## config.mk

```make
export PLATFORM = sky130hd
export DESIGN_NAME = acc_core
export DESIGN_NICKNAME = d
export VERILOG_FILES = /design/src/rtl/accp_pkg.sv /design/src/rtl/acc_sm_adder.sv /design/src/rtl/acc_accu.sv /design/src/rtl/acc_ctx.sv /design/src/rtl/acc_seq.sv /design/src/rtl/acc_core.sv
export SDC_FILE = /design/constraint.sdc
export NUM_CORES = 1
export LEC_CHECK = 0
export BUFFER_PORTS_ARGS = -buffer_cell sky130_fd_sc_hd__buf_2
export CORE_MARGIN = 4
export CORE_UTILIZATION = 38
export CTS_BUF_LIST = sky130_fd_sc_hd__clkbuf_4 sky130_fd_sc_hd__clkbuf_8 sky130_fd_sc_hd__clkbuf_16
export CTS_CLUSTER_SIZE = 12
export DETAILED_ROUTE_END_ITERATION = 12
export PLACE_DENSITY_LB_ADDON = 0.05
export SETUP_SLACK_MARGIN = 0.4
export SLEW_MARGIN = 20
export SYNTH_ARGS = -nofsm -noshare
export SYNTH_HDL_FRONTEND = slang
export SYNTH_HIERARCHICAL = 1
export SYNTH_SLANG_ARGS = --single-unit
```

## constraint.sdc

```tcl
create_clock -name clk -period 5.6 [get_ports clk]
set_input_delay 0.56 -clock clk [delete_from_list [all_inputs] [get_ports clk]]
set_output_delay 0.56 -clock clk [all_outputs]
set_load 0.05 [all_outputs]
```

## src/rtl/accp_pkg.sv

```systemverilog
package accp_pkg;
  localparam int OPC_W = 4;

  localparam logic [OPC_W-1:0] OPC_LOAD  = 4'h1;
  localparam logic [OPC_W-1:0] OPC_STORE = 4'h2;
  localparam logic [OPC_W-1:0] OPC_ADD   = 4'h5;
  localparam logic [OPC_W-1:0] OPC_RETI  = 4'hF;

  typedef enum logic [2:0] {
    PH_FETCH,
    PH_LATCH,
    PH_EXEC,
    PH_READ,
    PH_IRQ
  } phase_e;
endpackage

```

## src/rtl/acc_sm_adder.sv

```systemverilog
module acc_sm_adder #(
  parameter int DATA_W = 16
) (
  input  logic [DATA_W-1:0] a,
  input  logic [DATA_W-1:0] b,
  output logic [DATA_W-1:0] sum,
  output logic              ovf
);
  localparam int MAG_W = DATA_W - 1;

  logic              a_neg, b_neg, res_neg;
  logic [MAG_W-1:0]  a_mag, b_mag, res_mag;
  logic [MAG_W:0]    wide;

  always_comb begin
    a_neg = a[DATA_W-1];
    b_neg = b[DATA_W-1];
    a_mag = a[MAG_W-1:0];
    b_mag = b[MAG_W-1:0];
    ovf   = 1'b0;
    if (a_neg == b_neg) begin
      wide    = {1'b0, a_mag} + {1'b0, b_mag};
      res_neg = a_neg;
      ovf     = wide[MAG_W];
    end else if (a_mag >= b_mag) begin
      wide    = {1'b0, a_mag} - {1'b0, b_mag};
      res_neg = a_neg;
    end else begin
      wide    = {1'b0, b_mag} - {1'b0, a_mag};
      res_neg = b_neg;
    end
    res_mag = wide[MAG_W-1:0];
    if (res_mag == '0) res_neg = 1'b0;
    sum = {res_neg, res_mag};
  end
endmodule

```

## src/rtl/acc_accu.sv

```systemverilog
module acc_accu #(
  parameter int DATA_W = 16
) (
  input  logic              clk,
  input  logic              rst_n,
  input  logic              ld_en,
  input  logic              add_en,
  input  logic              restore_en,
  input  logic [DATA_W-1:0] operand,
  input  logic [DATA_W-1:0] restore_val,
  output logic [DATA_W-1:0] acc,
  output logic              ovf
);
  logic [DATA_W-1:0] add_res;
  logic              add_ovf;

  acc_sm_adder #(.DATA_W(DATA_W)) adder_i (
    .a   (acc),
    .b   (operand),
    .sum (add_res),
    .ovf (add_ovf)
  );

  always_ff @(posedge clk) begin
    if (!rst_n) begin
      acc <= '0;
      ovf <= 1'b0;
    end else if (restore_en) begin
      acc <= restore_val;
    end else if (ld_en) begin
      acc <= operand;
    end else if (add_en) begin
      acc <= add_res;
      if (add_ovf) ovf <= 1'b1;
    end
  end
endmodule

```

## src/rtl/acc_ctx.sv

```systemverilog
module acc_ctx #(
  parameter int ADDR_W = 12,
  parameter int DATA_W = 16
) (
  input  logic              clk,
  input  logic              rst_n,
  input  logic              take,
  input  logic              ret,
  input  logic [ADDR_W-1:0] pc_in,
  input  logic [DATA_W-1:0] acc_in,
  output logic              ie,
  output logic [ADDR_W-1:0] sv_pc,
  output logic [DATA_W-1:0] sv_acc
);
  always_ff @(posedge clk) begin
    if (!rst_n) begin
      ie     <= 1'b1;
      sv_pc  <= '0;
      sv_acc <= '0;
    end else if (take) begin
      ie     <= 1'b0;
      sv_pc  <= pc_in;
      sv_acc <= acc_in;
    end else if (ret) begin
      ie     <= 1'b1;
    end
  end
endmodule

```

## src/rtl/acc_seq.sv

```systemverilog
module acc_seq
  import accp_pkg::*;
#(
  parameter int                 ADDR_W     = 12,
  parameter logic [ADDR_W-1:0]  RESET_PC   = '0,
  parameter logic [ADDR_W-1:0]  HANDLER_PC = '1
) (
  input  logic                      clk,
  input  logic                      rst_n,
  input  logic [OPC_W+ADDR_W-1:0]   mem_rdata,
  input  logic                      irq,
  input  logic                      ie,
  input  logic [ADDR_W-1:0]         ret_pc,
  output phase_e                    phase,
  output logic [OPC_W-1:0]          opc,
  output logic [ADDR_W-1:0]         pc,
  output logic [ADDR_W-1:0]         mem_addr,
  output logic                      take_irq,
  output logic                      is_ret,
  output logic                      irq_ack
);
  localparam int DATA_W = OPC_W + ADDR_W;

  logic [DATA_W-1:0] ir_q;
  phase_e            nxt;

  assign opc      = ir_q[DATA_W-1 -: OPC_W];
  assign mem_addr = (phase == PH_FETCH) ? pc : ir_q[ADDR_W-1:0];
  assign is_ret   = (phase == PH_EXEC) && (opc == OPC_RETI);
  assign take_irq = (phase == PH_IRQ) && irq && ie;

  always_comb begin
    unique case (phase)
      PH_FETCH: nxt = PH_LATCH;
      PH_LATCH: nxt = PH_EXEC;
      PH_EXEC:  nxt = (opc == OPC_LOAD || opc == OPC_ADD) ? PH_READ : PH_IRQ;
      PH_READ:  nxt = PH_IRQ;
      default:  nxt = PH_FETCH;
    endcase
  end

  always_ff @(posedge clk) begin
    if (!rst_n) begin
      phase   <= PH_FETCH;
      pc      <= RESET_PC;
      ir_q    <= '0;
      irq_ack <= 1'b0;
    end else begin
      phase   <= nxt;
      irq_ack <= take_irq;
      if (phase == PH_LATCH) begin
        ir_q <= mem_rdata;
        pc   <= pc + 1'b1;
      end else if (is_ret) begin
        pc   <= ret_pc;
      end else if (take_irq) begin
        pc   <= HANDLER_PC;
      end
    end
  end
endmodule

```

## src/rtl/acc_core.sv

```systemverilog
module acc_core
  import accp_pkg::*;
#(
  parameter int                ADDR_W     = 12,
  parameter logic [ADDR_W-1:0] RESET_PC   = '0,
  parameter logic [ADDR_W-1:0] HANDLER_PC = 12'hF00
) (
  input  logic                    clk,
  input  logic                    rst_n,
  output logic [ADDR_W-1:0]       mem_addr,
  output logic [OPC_W+ADDR_W-1:0] mem_wdata,
  output logic                    mem_we,
  input  logic [OPC_W+ADDR_W-1:0] mem_rdata,
  input  logic                    irq,
  output logic                    irq_ack,
  output logic                    ovf
);
  localparam int DATA_W = OPC_W + ADDR_W;

  phase_e             phase;
  logic [OPC_W-1:0]   opc;
  logic [ADDR_W-1:0]  pc, sv_pc;
  logic [DATA_W-1:0]  acc, sv_acc;
  logic               take_irq, is_ret, ctx_ie;
  logic               ld_en, add_en;

  acc_seq #(
    .ADDR_W     (ADDR_W),
    .RESET_PC   (RESET_PC),
    .HANDLER_PC (HANDLER_PC)
  ) seq_i (
    .clk      (clk),
    .rst_n    (rst_n),
    .mem_rdata(mem_rdata),
    .irq      (irq),
    .ie       (ctx_ie),
    .ret_pc   (sv_pc),
    .phase    (phase),
    .opc      (opc),
    .pc       (pc),
    .mem_addr (mem_addr),
    .take_irq (take_irq),
    .is_ret   (is_ret),
    .irq_ack  (irq_ack)
  );

  acc_ctx #(.ADDR_W(ADDR_W), .DATA_W(DATA_W)) ctx_i (
    .clk    (clk),
    .rst_n  (rst_n),
    .take   (take_irq),
    .ret    (is_ret),
    .pc_in  (pc),
    .acc_in (acc),
    .ie     (ctx_ie),
    .sv_pc  (sv_pc),
    .sv_acc (sv_acc)
  );

  assign ld_en  = (phase == PH_READ) && (opc == OPC_LOAD);
  assign add_en = (phase == PH_READ) && (opc == OPC_ADD);

  acc_accu #(.DATA_W(DATA_W)) accu_i (
    .clk        (clk),
    .rst_n      (rst_n),
    .ld_en      (ld_en),
    .add_en     (add_en),
    .restore_en (is_ret),
    .operand    (mem_rdata),
    .restore_val(sv_acc),
    .acc        (acc),
    .ovf        (ovf)
  );

  assign mem_we    = (phase == PH_EXEC) && (opc == OPC_STORE);
  assign mem_wdata = acc;
endmodule

```

==> key figures <==
Yosys
  – Post-synthesis average cell area: 8.36 um2
  – Commonest cells in the synthesized netlist: nand2_1 (84), dfxtp_1 (78), ha_1 (50), inv_1 (49), mux2i_1 (48)
  – Post-synth ARST share: 0%
  – Top FF cell, synth: dfxtp_1
  – Mapped Cells: 757
  – Largest area contributor in the netlist: dfxtp_1
  – Synthesized cell area: 6320 um2
  – Netlist cell types: 82
  – Cell with the most instances after synthesis: nand2_1
  – Seq/Total Area, Yosys: 24.7%
  – Synth top area share: 24.7%
  – Post-Syn Nets: 829
  – Yosys warnings: 6
  – Ranking of synthesized cells by area: dfxtp_1 (25%), ha_1 (9.9%), mux2i_1 (7.6%), mux2_2 (5.2%), nand2_1 (5.0%)
  – Post-synth EDFFs: 0
  – Flops & latches, synth: 78

CTS
  – Sink Count: 78
  – Post_cts resized: 0
  – Hold Buf Count CTS: 0
  – CTS Buffer Depth: 2
  – Inserted Clock Buffers: 9
  – Setup Buffers After CTS: 0
  – Clk pin slew, worst setup/hold paths: 0.06 ns
  – CTS H-tree lvls: 3
  – CTS root buffer: clkbuf_16
  – Clock latency on the worst-skew pair: 0.34 ns
  – Clock tree from TritonCTS: yes

Critical path
  – Worst path depth: 14
  – Critical Path Start: accu_i/acc[6]
  – Nature of the critical path startpoint: register
  – CP delay by family, top: simple AND/OR/NAND/NOR gates
  – Worst path most repeated cell: mux2i_1
  – Crit path to: accu_i/acc[15]
  – CP Buf/Inv Count: 1
  – Critical-path cell list: inv_1, ha_1, a21oi_1, nand2_1, o2111a_1, nor3_2, mux2i_1, mux2i_1, or4_1, or4_1, o31a_1, mux2_2, mux2i_1, o21ai_0
  – Reg2reg start: accu_i/acc[6]
  – Crit end category: register
  – R2R depth: 14
  – Critical path fanouts, max: 13
  – CP peak stage delay: 0.81 ns
  – Critical path type: register to register
  – R2R setup slack: 0.84 ns
  – Worst EP required: 5.79 ns
  – Slowest cell on crit path: nor3_2
  – CP Data Arrival Time: 4.95 ns
  – Worst r2r dst: accu_i/acc[15]

Hold path
  – Hold Crit Class: register to register

Timing
  – Top achievable clock speed: 210 MHz
  – Final worst-path cycle share: 85.0%
  – Fin Clk Skew: 0.00642 ns
  – Slew @ Worst Pin: 1.12 ns
  – Final Hold Fails: 0
  – Max-slew violations: 0
  – Final setup viols: 0
  – Setup TNS: 0 ns
  – Post-route minimum period: 4.76 ns
  – Unrepaired setup endpoints after global routing: no
  – Slew headroom: 25.2%

Cells and area
  – # nets final: 853
  – Synthesis-to-layout area growth: 9.67%
  – ANT cells: 0
  – Final cell count without fillers: 1,002
  – Share of layout cells above drive strength 1: 17.4%

Floorplan
  – Site Rows: 46
  – Die ar.: 18,800 um2
  – Die Ht: 137 um
  – Die W: 137 um
  – Initial core utilization: 39.2%
  – # IOs: 50
  – Core area: 16,100 um2

GRT
  – Vias in the first global route: 5,354
  – Pin count of the biggest net entering global routing: 66
  – Initial antenna violation count: 0
  – First-pass GRT wire length: 30.7 mm
  – Total congestion overflow: 0
  – Total global-route track usage: 21.4%

Place
  – Placer Congestion: 0.945
  – Port Buffer Count: 49
  – Placed cells: 986
  – HPWL Detailed: 14.5 mm

Routing
  – Antenna Nets Post-Route: 0
  – Final WL: 19.7 mm
  – DR vias: 5,482
  – Starting DRT DRC Count: 347
  – Drt drc: 0
  – Wire per inst: 19.6 um
  – Avg Vias per Cell: 5.47
  – First-pass DRT Iterations: 5

Pwr
  – Lkg Pwr: 0.00281 uW
  – Worst vdd ir: 137 uV
  – Power per cell area: 217 nW/um2

Job
  – Maxcap violations: 0

Status
  – Outcome: completed
-- sequential cells by signal, summed over array words and instances (netlist names), 3 cells and up --
register / count
accu_i/acc: 16
ctx_i/sv_acc: 16
ctx_i/sv_pc: 12
seq_i/ir_q: 16
seq_i/pc: 12
seq_i/phase: 3
-- cells in the final DEF (no fill, tap or decap), types with 5 or more instances in the layout --
master	instances
buf_4	11
and3_1	5
o211ai_1	7
mux2i_1	48
inv_1	49
nor4_1	7
xnor2_1	13
a21o_1	8
o21ai_0	35
o21a_1	8
or3_1	5
a31oi_1	6
nor3_1	21
a21oi_1	30
nand4_1	10
a211oi_1	9
dfxtp_1	78
nand2_1	84
nor2b_1	34
nor2_1	40
clkbuf_16	9
nand2b_1	5
ha_1	50
a21boi_0	17
mux2_2	29
buf_2	49
nand3_1	19
o31ai_1	7
-- worst register-to-register path, stage by stage, from the launching register on --
cell and delay [ns]:
dfxtp_1 0.43, inv_1 0.10, ha_1 0.46, a21oi_1 0.26, nand2_1 0.12, o2111a_1 0.30, nor3_2 0.81, mux2i_1 0.32
mux2i_1 0.12, or4_1 0.53, or4_1 0.41, o31a_1 0.30, mux2_2 0.25, mux2i_1 0.11, o21ai_0 0.08
-- area by class of cell --
cell class	count	area [um2]
Tap cell	216	270
Timing Repair Buffer	60	328
Multi-Input combinational cell	582	4290
Sequential cell	78	1560
Clock inverter	5	57.6
Fill cell	1655	9180
Inverter	50	188
Clock buffer	11	246
-- per-stage QoR --
stage,util [%],hold WS [ns],cell area [um2],setup slack (ns),total power [uW]
after global placement,41.1,0.443,6630,0.812,914
final,43.0,0.464,6940,0.838,1510
after detailed placement,41.1,0.455,6630,0.674,915
after CTS,43.0,0.469,6930,0.855,1530
after floorplan,-,0.441,6320,1.36,829
after global routing,43.0,0.489,6940,0.463,1580
-- layer usage --
layer / up-vias / global-route usage (%) / share of wire [%]
met4: 0 / 6.26 / 2.0
met1: 2606 / 30.8 / 50
met5: - / 0 / 0
met3: 20 / 4.26 / 4.4
met2: 125 / 32.4 / 44
li1: 2731 / - / -
-- worst min path at each step --
stage / start / end / depth (start not counted)
3_5_place_dp: accu_i/ovf / accu_i/ovf / 1
6_report: seq_i/ir_q[5] / seq_i/ir_q[5] / 2
4_1_cts: accu_i/ovf / accu_i/ovf / 1
2_1_floorplan: seq_i/ir_q[10] / seq_i/ir_q[10] / 2
3_3_place_gp: accu_i/ovf / accu_i/ovf / 1
5_1_grt: accu_i/ovf / accu_i/ovf / 1
-- logic make-up (layout without fill, tap and decap cells) --
group,count (synthesis),count (layout),share of synthesized area (%)
AOI/OAI and AO/OA,169,169,19.3
xor gates and xnor gates,18,18,2.49
adders and majority gates,53,53,10.8
buffers and inverters,97,126,7.95
DFF,78,78,24.7
muxes,77,77,12.8
and+or+nand+nor,265,265,21.9
-- power breakdown --
part	internal (uW)	leakage (uW)	switching, uW	total [uW]
sequential	573	0.000632	21.7	595
clock	363	0.000153	240	604
combinational	111	0.00203	197	308
total	1050	0.00281	459	1510
No activity file was read; power rests on OpenSTA's default activity.
